**config.mk**
```make
export PLATFORM = sky130hd
export DESIGN_NAME = lazy_ctx_saver
export DESIGN_NICKNAME = d
export VERILOG_FILES = /design/src/rtl/lcs_pkg.sv /design/src/rtl/lcs_rst_sync.sv /design/src/rtl/lcs_flags.sv /design/src/rtl/lcs_pick.sv /design/src/rtl/lazy_ctx_saver.sv
export SDC_FILE = /design/constraint.sdc
export NUM_CORES = 1
export LEC_CHECK = 0
export ABC_AREA = 1
export CAP_MARGIN = 20
export CORE_ASPECT_RATIO = 1.2
export CORE_MARGIN = 2
export CORE_UTILIZATION = 56
export DETAILED_ROUTE_END_ITERATION = 10
export DONT_BUFFER_PORTS = 1
export HOLD_SLACK_MARGIN = 0.1
export PLACE_DENSITY = 0.72
export SYNTH_ARGS = -nofsm -noshare
export SYNTH_HDL_FRONTEND = slang
export SYNTH_SLANG_ARGS = --single-unit
export TNS_END_PERCENT = 20
```
**constraint.sdc**
```tcl
create_clock -name clk -period 14.8 [get_ports clk]
set_input_delay 3.7 -clock clk [delete_from_list [all_inputs] [get_ports clk]]
set_output_delay 3.7 -clock clk [all_outputs]
set_load 0.1 [all_outputs]
```
**src/rtl/lcs_pkg.sv**
```systemverilog
package lcs_pkg;
  typedef enum logic [1:0] {ST_IDLE, ST_ACTIVE, ST_SAVE, ST_RET} state_t;
  typedef enum logic [2:0] {OP_NONE, OP_DSAVE, OP_DLOAD, OP_PWR, OP_RST, OP_SWEEP} op_t;
endpackage

```
**src/rtl/lcs_rst_sync.sv**
```systemverilog
module lcs_rst_sync (
  input  logic clk,
  input  logic rst_n,
  output logic rst_sync_n
);
  logic s1_q, s2_q;

  always_ff @(posedge clk or negedge rst_n) begin
    if (!rst_n) begin
      s1_q <= 1'b0;
      s2_q <= 1'b0;
    end else begin
      s1_q <= 1'b1;
      s2_q <= s1_q;
    end
  end

  assign rst_sync_n = s2_q;
endmodule

```
**src/rtl/lcs_flags.sv**
```systemverilog
module lcs_flags #(
  parameter int NREG = 32,
  parameter int IW   = $clog2(NREG)
) (
  input  logic            clk,
  input  logic            rst_n,
  input  logic            clr,
  input  logic            sv_set,
  input  logic [IW-1:0]   sv_idx,
  input  logic            ld_set,
  input  logic [IW-1:0]   ld_idx,
  input  logic            wr_set,
  input  logic [IW-1:0]   wr_idx,
  output logic [NREG-1:0] saved_o,
  output logic [NREG-1:0] loaded_o,
  output logic [NREG-1:0] modif_o
);
  for (genvar g = 0; g < NREG; g++) begin : g_bit
    if (g == 0) begin : g_zero
      // index 0 is constant zero: treated as already saved and loaded
      assign saved_o[g]  = 1'b1;
      assign loaded_o[g] = 1'b1;
      assign modif_o[g]  = 1'b0;
    end else begin : g_reg
      logic sv_q, sv_d, ld_q, ld_d, md_q, md_d;

      always_comb begin
        sv_d = sv_q;
        ld_d = ld_q;
        md_d = md_q;
        if (clr) begin
          sv_d = 1'b0;
          ld_d = 1'b0;
          md_d = 1'b0;
        end else begin
          if (sv_set && sv_idx == IW'(g)) sv_d = 1'b1;
          if (ld_set && ld_idx == IW'(g)) ld_d = 1'b1;
          if (wr_set && wr_idx == IW'(g)) begin
            ld_d = 1'b1;
            md_d = 1'b1;
          end
        end
      end

      always_ff @(posedge clk or negedge rst_n) begin
        if (!rst_n) begin
          sv_q <= 1'b0;
          ld_q <= 1'b0;
          md_q <= 1'b0;
        end else begin
          sv_q <= sv_d;
          ld_q <= ld_d;
          md_q <= md_d;
        end
      end

      assign saved_o[g]  = sv_q;
      assign loaded_o[g] = ld_q;
      assign modif_o[g]  = md_q;
    end
  end
endmodule

```
**src/rtl/lcs_pick.sv**
```systemverilog
module lcs_pick #(
  parameter int NREG = 32,
  parameter int IW   = $clog2(NREG)
) (
  input  logic [NREG-1:0] vec,
  output logic            found,
  output logic [IW-1:0]   idx
);
  // lowest index at or above 1 whose bit is clear
  always_comb begin
    found = 1'b0;
    idx   = '0;
    for (int i = NREG - 1; i >= 1; i--) begin
      if (!vec[i]) begin
        found = 1'b1;
        idx   = IW'(i);
      end
    end
  end
endmodule

```
**src/rtl/lazy_ctx_saver.sv**
```systemverilog
module lazy_ctx_saver
  import lcs_pkg::*;
#(
  parameter int NREG = 32,
  parameter int XLEN = 32,
  parameter int AW   = 32,
  localparam int IW  = $clog2(NREG)
) (
  input  logic            clk,
  input  logic            rst_n,
  input  logic            acc_valid,
  input  logic [IW-1:0]   acc_idx,
  input  logic            acc_fetch,
  input  logic            acc_write,
  output logic            stall,
  input  logic            trap_enter,
  input  logic            trap_return,
  input  logic            ret_persist,
  input  logic            save_cmd,
  input  logic [AW-1:0]   task_base,
  input  logic [AW-1:0]   hdl_base,
  output logic            nest_err,
  output logic            sweep_done,
  output logic [IW-1:0]   rf_rd_idx,
  input  logic [XLEN-1:0] rf_rd_data,
  output logic            rf_wr_en,
  output logic [IW-1:0]   rf_wr_idx,
  output logic [XLEN-1:0] rf_wr_data,
  output logic            mem_valid,
  output logic            mem_we,
  output logic [AW-1:0]   mem_addr,
  output logic [XLEN-1:0] mem_wdata,
  input  logic            mem_ready,
  input  logic [XLEN-1:0] mem_rdata
);
  localparam logic [IW-1:0] LAST_IDX  = IW'(NREG - 1);
  localparam logic [IW-1:0] FIRST_IDX = IW'(1);

  logic            rst_q;
  state_t          st, st_n;
  logic [IW-1:0]   widx, widx_n;
  logic            ph, ph_n;
  logic            rmode, rmode_n;
  logic            nerr_q, nerr_n;
  logic            clr;
  op_t             op;
  logic [IW-1:0]   op_idx;
  logic [AW-1:0]   op_base;
  logic            hs, walk_busy;
  logic [NREG-1:0] saved_v, loaded_v, modif_v;
  logic            sw_found;
  logic [IW-1:0]   sw_idx;
  logic            sv_set, ld_set, wr_set;

  lcs_rst_sync u_rst (.clk(clk), .rst_n(rst_n), .rst_sync_n(rst_q));

  lcs_flags #(.NREG(NREG), .IW(IW)) u_flags (
    .clk(clk), .rst_n(rst_q), .clr(clr),
    .sv_set(sv_set), .sv_idx(op_idx),
    .ld_set(ld_set), .ld_idx(op_idx),
    .wr_set(wr_set), .wr_idx(acc_idx),
    .saved_o(saved_v), .loaded_o(loaded_v), .modif_o(modif_v)
  );

  lcs_pick #(.NREG(NREG), .IW(IW)) u_pick (
    .vec(saved_v), .found(sw_found), .idx(sw_idx)
  );

  // transfer selection: demand first, then walk steps, then sweep
  always_comb begin
    op      = OP_NONE;
    op_idx  = sw_idx;
    op_base = task_base;
    if (st == ST_ACTIVE) begin
      if (acc_valid && !saved_v[acc_idx]) begin
        op     = OP_DSAVE;
        op_idx = acc_idx;
      end else if (acc_valid && acc_fetch && !loaded_v[acc_idx]) begin
        op      = OP_DLOAD;
        op_idx  = acc_idx;
        op_base = hdl_base;
      end else if (sw_found) begin
        op = OP_SWEEP;
      end
    end else if (st == ST_SAVE || (st == ST_RET && rmode && !ph)) begin
      if (modif_v[widx]) begin
        op      = OP_PWR;
        op_idx  = widx;
        op_base = hdl_base;
      end
    end else if (st == ST_RET && ph && saved_v[widx]) begin
      op     = OP_RST;
      op_idx = widx;
    end
  end

  assign mem_valid  = (op != OP_NONE);
  assign mem_we     = (op == OP_DSAVE) || (op == OP_PWR) || (op == OP_SWEEP);
  assign mem_addr   = op_base + AW'({op_idx, 2'b00});
  assign rf_rd_idx  = op_idx;
  assign mem_wdata  = rf_rd_data;
  assign hs         = mem_valid && mem_ready;
  assign rf_wr_en   = hs && !mem_we;
  assign rf_wr_idx  = op_idx;
  assign rf_wr_data = mem_rdata;
  assign walk_busy  = (op == OP_PWR) || (op == OP_RST);

  assign stall = acc_valid &&
                 ((st == ST_ACTIVE && (op == OP_DSAVE || op == OP_DLOAD)) ||
                  st == ST_SAVE || st == ST_RET);

  assign sv_set = hs && (op == OP_DSAVE || op == OP_SWEEP);
  assign ld_set = hs && (op == OP_DLOAD);
  assign wr_set = (st == ST_ACTIVE) && acc_valid && acc_write && !stall;

  assign sweep_done = (st == ST_ACTIVE || st == ST_SAVE) && (&saved_v);
  assign nest_err   = nerr_q;

  always_comb begin
    st_n    = st;
    widx_n  = widx;
    ph_n    = ph;
    rmode_n = rmode;
    nerr_n  = 1'b0;
    clr     = 1'b0;
    unique case (st)
      ST_IDLE: begin
        if (trap_enter) begin
          st_n = ST_ACTIVE;
          clr  = 1'b1;
        end
      end
      ST_ACTIVE: begin
        if (trap_enter) begin
          nerr_n = 1'b1;
        end else if (trap_return) begin
          st_n    = ST_RET;
          widx_n  = FIRST_IDX;
          ph_n    = 1'b0;
          rmode_n = ret_persist;
        end else if (save_cmd) begin
          st_n   = ST_SAVE;
          widx_n = FIRST_IDX;
          ph_n   = 1'b0;
        end
      end
      default: begin
        nerr_n = trap_enter;
        if (!walk_busy || hs) begin
          if (st == ST_RET && !ph) begin
            ph_n = 1'b1;
          end else begin
            ph_n = 1'b0;
            if (widx == LAST_IDX) st_n = (st == ST_SAVE) ? ST_ACTIVE : ST_IDLE;
            else widx_n = widx + 1'b1;
          end
        end
      end
    endcase
  end

  always_ff @(posedge clk or negedge rst_q) begin
    if (!rst_q) begin
      st     <= ST_IDLE;
      widx   <= FIRST_IDX;
      ph     <= 1'b0;
      rmode  <= 1'b0;
      nerr_q <= 1'b0;
    end else begin
      st     <= st_n;
      widx   <= widx_n;
      ph     <= ph_n;
      rmode  <= rmode_n;
      nerr_q <= nerr_n;
    end
  end
endmodule

```
==> out/results.ini, run 1 <==
[global_route]
grt_overflow_total = 0
grt_busiest_layer = met2
grt.total_usage = 0.308
grt_pass1_vias = 7295
grt_pass1_wl_mm = 37.3
grtUsageMet1 = 0.393
met3_usage = 0.0522
grt_antenna_before_repair = 0
use_met2 = 0.507
grt_max_degree = 94

[cells_and_area]
nNetsFinal = 1258
fillers = 1390
layout_common_cells = nor2_1 (186), nand2_1 (183), inv_1 (154)
fin_cells = 1283
syn_to_final_growth_pct = 2.86
antenna_cells = 0
drive_gt1_frac = 0.110
final_common_cell = nor2_1

[critical_path]
cpPeakStageDelay_ns = 0.93
worstSetupStartpoint = acc_idx[1]
crit_slowest_cell = xor2_2
crit_fanout = 18
path_cells = nand2_2 -> o22ai_1 -> a221oi_1 -> nor2_1 -> a221oi_2 -> nand3_1 -> a21oi_2 -> inv_1 -> nand2_1 -> nand2_2 -> nand3_1 -> o221ai_2 -> inv_2 -> ha_1 -> nand2_1 -> o21ai_0 -> nand2_1 -> a21oi_2 -> nand3_2 -> nor2_2 -> nand2_2 -> inv_1 -> nand4_1 -> xor2_2
worst-endpoint-required_ns = 11.10
r2r-start = widx[0]$_DFFE_PN1P_
critical_path_class = input port to primary output
path_buf_inv = 3
endpoint_kind = primary output
critPathTopFamily = simple AND/OR/NAND/NOR gates
cp.arrival_ns = 9.18
startpoint_type = input port

[die]
core_area_sq_um = 14300
die_area_sq_um = 15500
rows = 48
die_y_um = 136
start_util = 0.570
die_w_um = 114
io_pins = 255

[timing]
finalSetupViolations = 0
slew_headroom = 0.211
fin_crit_ns = 12.88
worst_pin_slew_ns = 1.18
timing.fmax_ghz = 0.0777
hold_viol = 0
finClkSkew_ns = 0.00645
maxSlewViolCount = 0
fin_setup_tns_ns = 0
finalCritPeriodShare = 0.870
rsz0062_at_grt = false

[clocking]
root_buffer = clkbuf_16
cts_made_buffers = 9
cts_setup_buffers = 0
clk_pin_slew_worst_paths_ns = 0.07
clock_latency_ns = 0.36
clock_sinks = 105
cts-htree-levels = 3
cts_tree = built
cts_resized = 0
cts_hold_buf = 0
cts.path.max_buffers = 2

[min_path]
min-delay-path-class = flip-flop to asynchronous set/reset pin

[logic_synthesis]
netlist_instances = 1180
async_flop_share = 1.00
yosys_most_used_dff = dfrtp_1
synth.yosys.seq_area_share = 0.323
syn_area_per_cell_sq_um = 6.91
synth_area_sq_um = 8150
syn_nets = 1335
synth_cell_types = 57
yosysWarnings = 0
ys_ff_latch = 105
synth_edf_count = 0

[drt]
postRouteAntennaNets = 0
finalWirelength_mm = 23.7
drt-vias-per-instance = 5.97
first_pass_iters = 6
dr_total_vias = 7665
drt-wirelength-per-cell_um = 18.5
dr.first_iter.drc_count = 733
drcViolationCount = 0

[outcome]
status = completed

[placed_design]
gp_congestion = 1.01
dpl.hpwl_mm = 17.5
dp.cells = 1267
io_buffers = 0

[pwr]
p_seq_frac = 0.210
p_switching_mw = 1.15
p_int_uw = 679
power_leakage_nw = 3.57
p_clk_frac = 0.131
swShare = 0.630
pwr-share-comb = 0.659
vdd_drop_max_mv = 0.380
p_per_area_nw_per_um2 = 219

[flow_run]
maxCapViolCount = 0

-- path summary, 6_finish.rpt --
path                                                            endpoint  slack [ns]  cells past startpoint
worst max-delay path                                        mem_addr[22]        1.92                     24
worst min-delay path            u_flags.g_bit[13].g_reg.sv_q$_DFFE_PN0P_        0.26                      0
worst max register to register                       widx[1]$_DFFE_PN0P_        9.31                     18
worst min register to register  u_flags.g_bit[13].g_reg.sv_q$_DFFE_PN0P_        0.26                      0
max in group asynchronous                     u_rst.rst_sync_n$_DFF_PN0_       11.70                      0
min in group clk                              u_rst.rst_sync_n$_DFF_PN0_        0.36                      0
-- power groups by stage --
stage	logic (mW)	registers, mW	clock network, mW
after global placement	1.18	0.386	0
after CTS	1.20	0.382	0.242
final	1.21	0.384	0.240
after global routing	1.27	0.388	0.253
after floorplan	1.09	0.352	0
after detailed placement	1.20	0.387	0
-- per-layer routing --
layer,up-vias,share of wire
li1,3618,-
met1,3601,0.39
met2,378,0.48
met3,68,0.083
met4,0,0.042
met5,-,0
-- sequential cells by signal, summed over array words and instances (netlist names) --
name / flops
u_flags.g_bit.g_reg.sv_q: 31
u_flags.g_bit.g_reg.md_q: 31
u_rst.s1_q: 1
u_flags.g_bit.g_reg.ld_q: 31
st: 2
rmode: 1
u_rst.rst_sync_n: 1
widx: 5
nest_err: 1
ph: 1
-- final cells by class --
cell class / count / area (sq um) / area share
flip-flops and latches: 105 / 2630 / 0.314
clock inverters: 3 / 22.5 / 0.00269
repair buffers: 27 / 258 / 0.0308
well taps: 175 / 219 / 0.0261
clock buffers: 13 / 270 / 0.0322
multi-input cells: 793 / 4350 / 0.519
inverters: 167 / 628 / 0.0749
-- synthesized netlist by cell type (2+ instances only) --
cell type,count,area (sq um)
buf_4,74,556
o21ai_0,57,285
nor4_1,7,43.8
a31oi_1,6,37.5
xnor2_1,9,78.8
nand2_4,2,22.5
a21oi_1,98,490
nor3_1,7,35.0
dfrtp_1,104,2600
o22ai_1,17,106
nand4_1,50,313
ha_1,11,138
nor2_1,187,702
and3_1,2,12.5
o211ai_1,6,45.0
o21ai_1,13,65.1
inv_1,156,586
o311ai_0,2,17.5
nand2_2,5,31.3
nand3_2,2,20.0
inv_2,9,33.8
nor2_4,3,33.8
nand3_1,34,170
nand2_1,183,687
or2_2,9,56.3
buf_6,3,33.8
o221ai_1,5,43.8
buf_2,17,85.1
a22oi_1,5,37.5
a21boi_0,3,22.5
xor2_1,19,166
or2_1,5,31.3
o221ai_2,3,45.0
a221oi_1,3,26.3
nor2_2,8,50.1
mux2i_1,15,150
a21oi_2,2,17.5
clkbuf_1,20,75.1
-- worst reg2reg max path, delay by kind of cell, from the launching register on --
family	cells	cell delay, ns
and+or+nand+nor	8	1.95
AOI/OAI and AO/OA	6	1.63
DFF	1	1.00
buffers and inverters	4	0.75
-- cell families after synthesis --
logic type                 count (synthesis)  synth area share
AOI/OAI and AO/OA                        228             0.161
adders and majority gates                 12            0.0193
other                                      1          0.000460
buffers and inverters                    282             0.171
xor gates and xnor gates                  28            0.0301
muxes                                     17            0.0215
and+or+nand+nor                          507             0.274
DFF                                      105             0.323
-- per-stage QoR --
stage	hold slack [ns]	total power [mW]	setup slack, ns	instance area, sq um	util
floorplan	0.331	1.44	1.97	8150	-
global placement	0.266	1.56	2.05	8000	0.560
finish	0.257	1.83	1.92	8380	0.586
CTS	0.271	1.83	1.95	8380	0.586
global route	0.291	1.91	1.55	8380	0.586
detailed placement	0.264	1.58	1.99	8090	0.566
Note: power is estimated with default switching activity, not from simulation.
==> run 2, diff against run 1 <==
--- a/config.mk
+++ b/config.mk
@@ -7,9 +7,10 @@
 export LEC_CHECK = 0
 export ABC_AREA = 1
 export CAP_MARGIN = 20
-export CORE_ASPECT_RATIO = 1.2
+export CORE_ASPECT_RATIO = 0.8
 export CORE_MARGIN = 2
 export CORE_UTILIZATION = 56
+export CTS_CLUSTER_DIAMETER = 100
 export DETAILED_ROUTE_END_ITERATION = 10
 export DONT_BUFFER_PORTS = 1
 export HOLD_SLACK_MARGIN = 0.1
==> run 2 against run 1 <==
Against the previous run: flip-flop and latch count unchanged; clock skew increased by 0.0032 ns; count of clock-buffer cells in the layout decreased by 3; critical endpoint is now mem_addr[18]; largest cell class unchanged; largest power group unchanged.
==> out/results.ini, run 2 (synthesis gave the netlist of run 1 again) <==
[outcome]
status = completed

[clocking]
cts.path.max_buffers = 2
cts_made_buffers = 9
cts-htree-levels = 3
cts_setup_buffers = 0
cts_hold_buf = 0
clk_pin_slew_worst_paths_ns = 0.08
clock_latency_ns = 0.36
root_buffer = clkbuf_16
cts_resized = 0
cts_tree = built
clock_sinks = 105

[timing]
maxSlewViolCount = 0
rsz0062_at_grt = false
worst_pin_slew_ns = 1.17
hold_viol = 0
finalSetupViolations = 0
finalCritPeriodShare = 0.865
slew_headroom = 0.221
fin_crit_ns = 12.80
fin_setup_tns_ns = 0
finClkSkew_ns = 0.00967
timing.fmax_ghz = 0.0781

[placed_design]
dpl.hpwl_mm = 19.6
io_buffers = 0
gp_congestion = 0.991

[drt]
drt-wirelength-per-cell_um = 20.2
wl_met1_mm = 10.8
drcViolationCount = 0
dr_total_vias = 7813
dr.first_iter.drc_count = 1099
drt-vias-per-instance = 6.03
met3_length_mm = 3.42
highest_layer = met5
dr_wl_met2_mm = 11.1
finalWirelength_mm = 26.2
first_pass_iters = 6
postRouteAntennaNets = 0

[pwr]
vdd_drop_max_mv = 0.842
power_leakage_nw = 3.60
power.total_mw = 1.89
p_per_area_nw_per_um2 = 224

[die]
start_util = 0.572
io_pins = 255
core_area_sq_um = 14200
die_area_sq_um = 15500
rows = 39
die_y_um = 112
die_w_um = 139

[cells_and_area]
nNetsFinal = 1261
top_regs = u_flags.g_bit.g_reg.ld_q x31, u_flags.g_bit.g_reg.md_q x31, u_flags.g_bit.g_reg.sv_q x31
syn_to_final_growth_pct = 3.75
layout_common_cells = nor2_1 (186), nand2_1 (183), inv_1 (154)
drive_gt1_frac = 0.113
antenna_cells = 0
final_common_cell = nor2_1

[flow_run]
maxCapViolCount = 0

[global_route]
grt_max_degree = 94
grt.total_usage = 0.340
grt_antenna_before_repair = 1
grt_pass1_wl_mm = 41.2
grt_pass1_vias = 7495
grt_overflow_total = 0

[critical_path]
critical_path_class = input port to primary output
cp.arrival_ns = 9.10
reg2reg_slack_ns = 9.04
startpoint_type = input port
endpoint_kind = primary output
worst-endpoint-required_ns = 11.10
crit_fanout = 18

[min_path]
min-delay-path-class = flip-flop to asynchronous set/reset pin

==> run 2: where the power goes <==
group	internal, mW	switching (mW)	total, mW
Combinational	0.263	1.01	1.27
Clock	0.119	0.118	0.237
Sequential	0.318	0.0724	0.390
==> run 2: metal layers <==
metal / vias to the layer above / global-route usage
met1: 3597 / 0.477
met3: 73 / 0.105
met5: - / 0.0186
met4: 4 / 0.122
li1: 3612 / -
met2: 527 / 0.495
==> run 2: cell type report <==
| cell class | instances | area (sq um) |
|---|---|---|
| fillers | 1373 | 5790 |
| multi-input cells | 793 | 4350 |
| flip-flops and latches | 105 | 2630 |
| inverters | 167 | 628 |
| repair buffers | 30 | 320 |
| well taps | 184 | 230 |
| clock buffers | 10 | 229 |
| clock inverters | 6 | 62.6 |
==> run 2: through the flow <==
step / instance area [sq um] / utilization / hold WS [ns] / setup slack (ns) / std cells
2_1_floorplan: 8150 / - / 0.331 / 1.97 / 1180
3_3_place_gp: 8010 / 0.562 / 0.333 / 2.17 / 1271
3_5_place_dp: 8130 / 0.571 / 0.338 / 2.05 / 1276
4_1_cts: 8420 / 0.591 / 0.356 / 2.04 / 1292
5_1_grt: 8450 / 0.593 / 0.369 / 1.59 / 1295
6_report: 8450 / 0.593 / 0.348 / 2.00 / 1295
==> run 2: worst max-delay path, stage by stage <==
cell and delay [ns]:
nand2_2 0.27, o22ai_1 0.13, a221oi_1 0.21, nor2_1 0.08, a221oi_2 0.17, nand3_1 0.12
a21oi_2 0.18, inv_1 0.07, nand2_1 0.09, nand2_2 0.16, nand3_1 0.15, o221ai_2 0.14
inv_2 0.76, ha_1 0.36, nand2_1 0.07, o21ai_0 0.33, nand2_1 0.12, a21oi_2 0.24
nand3_2 0.15, nor2_2 0.22, nand2_2 0.15, nor2_4 0.17, nand2_1 0.11, xor2_2 0.91
==> run 2: path summary, 6_finish.rpt <==
path	start	to	cells after the start
worst max register to register	widx[0]$_DFFE_PN1P_	st[0]$_DFFE_PN0P_	16
worst min register to register	u_rst.rst_sync_n$_DFF_PN0_	u_flags.g_bit[17].g_reg.md_q$_DFFE_PN0P_	0
worst min-delay path	u_rst.rst_sync_n$_DFF_PN0_	u_flags.g_bit[17].g_reg.md_q$_DFFE_PN0P_	0
worst max-delay path	acc_idx[1]	mem_addr[18]	24
max in group asynchronous	rst_n	u_rst.rst_sync_n$_DFF_PN0_	0
min in group clk	u_rst.s1_q$_DFF_PN0_	u_rst.rst_sync_n$_DFF_PN0_	0
==> run 3, diff against run 2 <==
--- a/config.mk
+++ b/config.mk
@@ -8,7 +8,6 @@
 export ABC_AREA = 1
 export CAP_MARGIN = 20
 export CORE_ASPECT_RATIO = 0.8
-export CORE_MARGIN = 2
 export CORE_UTILIZATION = 56
 export CTS_CLUSTER_DIAMETER = 100
 export DETAILED_ROUTE_END_ITERATION = 10
==> run 3 against run 2 <==
Against the previous run: global-route usage rose by 0.84 points; total power down 0.99%; clock power hardly changed; count of clock-buffer cells in the layout up 1.
==> out/results.ini, run 3 (synthesis gave the netlist of run 1 again) <==
[timing]
rsz0062_at_grt = false
timing.hold.ws_ns = 0.315
hold_viol = 0
fin_setup_tns_ns = 0
worst_pin_slew_ns = 1.19
finalSetupViolations = 0
slew_headroom = 0.207
finalCritPeriodShare = 0.877
fin_crit_ns = 12.98
timing.fmax_ghz = 0.0771
finClkSkew_ns = 0.0102
maxSlewViolCount = 0

[die]
die_w_um = 137
start_util = 0.572
core_area_sq_um = 14200
io_pins = 255
die_area_sq_um = 15000
rows = 39
die_y_um = 110

[global_route]
grt_pass1_wl_mm = 38.8
grt_antenna_before_repair = 1
grt_max_degree = 94
grt_overflow_total = 0
grt_pass1_vias = 7042
grt.total_usage = 0.348

[critical_path]
worst-endpoint-required_ns = 11.10
crit_fanout = 21
r2r-start = widx[0]$_DFFE_PN1P_
path_common_cell = inv_1
endpoint_kind = primary output
reg2reg_slack_ns = 9.35
worstSetupStartpoint = acc_idx[1]
startpoint_type = input port
cpPeakStageDelay_ns = 0.93
crit_slowest_cell = xor2_2
cp.arrival_ns = 9.28
path_buf_inv = 4
critical_path_class = input port to primary output
critPathTopFamily = simple AND/OR/NAND/NOR gates

[placed_design]
io_buffers = 0
dpl.hpwl_mm = 18.9
gp_congestion = 0.973
placed_area_sq_um = 8100

[cells_and_area]
final_common_cell = nor2_1
regArea_sq_um = 2630
nNetsFinal = 1260
fillers = 1349
antenna_cells = 0
drive_gt1_frac = 0.112
layout_common_cells = nor2_1 (186), nand2_1 (183), inv_1 (154)
multi_input_area_sq_um = 4350
stdcell_area_sq_um = 8400
top_regs = u_flags.g_bit.g_reg.ld_q x31, u_flags.g_bit.g_reg.md_q x31, u_flags.g_bit.g_reg.sv_q x31
syn_to_final_growth_pct = 3.04

[clocking]
root_buffer = clkbuf_16
clock_latency_ns = 0.36
cts_made_buffers = 9
cts-htree-levels = 3
cts_hold_buf = 0
cts.path.max_buffers = 2
clk_pin_slew_worst_paths_ns = 0.07
cts_setup_buffers = 0
cts_tree = built
clock_sinks = 105
cts_resized = 0

[drt]
postRouteAntennaNets = 0
drcViolationCount = 0
finalWirelength_mm = 25.4
first_pass_iters = 6
drt-wirelength-per-cell_um = 19.6
dr.first_iter.drc_count = 966
drt-vias-per-instance = 5.97
dr_total_vias = 7728

[pwr]
p_per_area_nw_per_um2 = 223
vdd_drop_max_mv = 0.550
power_leakage_nw = 3.58

[min_path]
min-delay-path-class = flip-flop to asynchronous set/reset pin

[flow_run]
maxCapViolCount = 0

[outcome]
status = completed

==> run 3: cell count changes in the layout (fill, tap and decap cells not counted) <==
cell and change:
buf_4 +3, buf_16 -2, buf_6 -2, clkbuf_8 +1, clkinv_4 -1, clkinv_8 -1, inv_6 +1
==> run 3: worst register-to-register path, delay by kind of cell (launching register included) <==
kind	cells	cell delay, ns
simple gates	12	2.70
flops	1	0.52
buf+inv	3	1.20
compound gates	2	0.94
==> run 3: path summary, 6_finish.rpt <==
path | endpoint | cells past startpoint
setup / recovery | mem_addr[22] | 25
hold / removal | u_flags.g_bit[1].g_reg.ld_q$_DFFE_PN0P_ | 0
setup reg to reg | u_flags.g_bit[11].g_reg.ld_q$_DFFE_PN0P_ | 17
hold reg to reg | u_flags.g_bit[1].g_reg.ld_q$_DFFE_PN0P_ | 0
max in group asynchronous | u_rst.rst_sync_n$_DFF_PN0_ | 0
min in group clk | u_rst.rst_sync_n$_DFF_PN0_ | 0
==> run 3: through the flow <==
| stage | std cells | setup WS (ns) | total power, mW | util |
|---|---|---|---|---|
| floorplan | 1180 | 1.97 | 1.44 | - |
| global placement | 1274 | 1.98 | 1.58 | 0.564 |
| detailed placement | 1277 | 1.89 | 1.62 | 0.568 |
| CTS | 1293 | 1.88 | 1.86 | 0.589 |
| global route | 1294 | 1.31 | 1.96 | 0.589 |
| finish | 1294 | 1.82 | 1.88 | 0.589 |
==> run 3: power breakdown <==
part	leakage, nW	internal, mW	switching (mW)	total, mW
clock network	0.143	0.122	0.117	0.239
registers	1.44	0.317	0.0443	0.362
logic	1.99	0.249	1.03	1.28
total	3.58	0.689	1.19	1.88
==> run 3: cell type report <==
class	instances	area share
Sequential cell	105	0.314
Timing Repair Buffer	29	0.0316
Clock buffer	11	0.0289
Clock inverter	5	0.00551
Inverter	167	0.0748
Tap cell	184	0.0274
Multi-Input combinational cell	793	0.518
==> run 3: per-layer routing <==
metal,share of wire,routed length (um),GRT usage,up-vias
li1,-,-,-,3616
met1,0.43,10900,0.492,3569
met2,0.43,10800,0.503,464
met3,0.12,2950,0.110,79
met4,0.029,746,0.111,0
met5,0,0,0,-
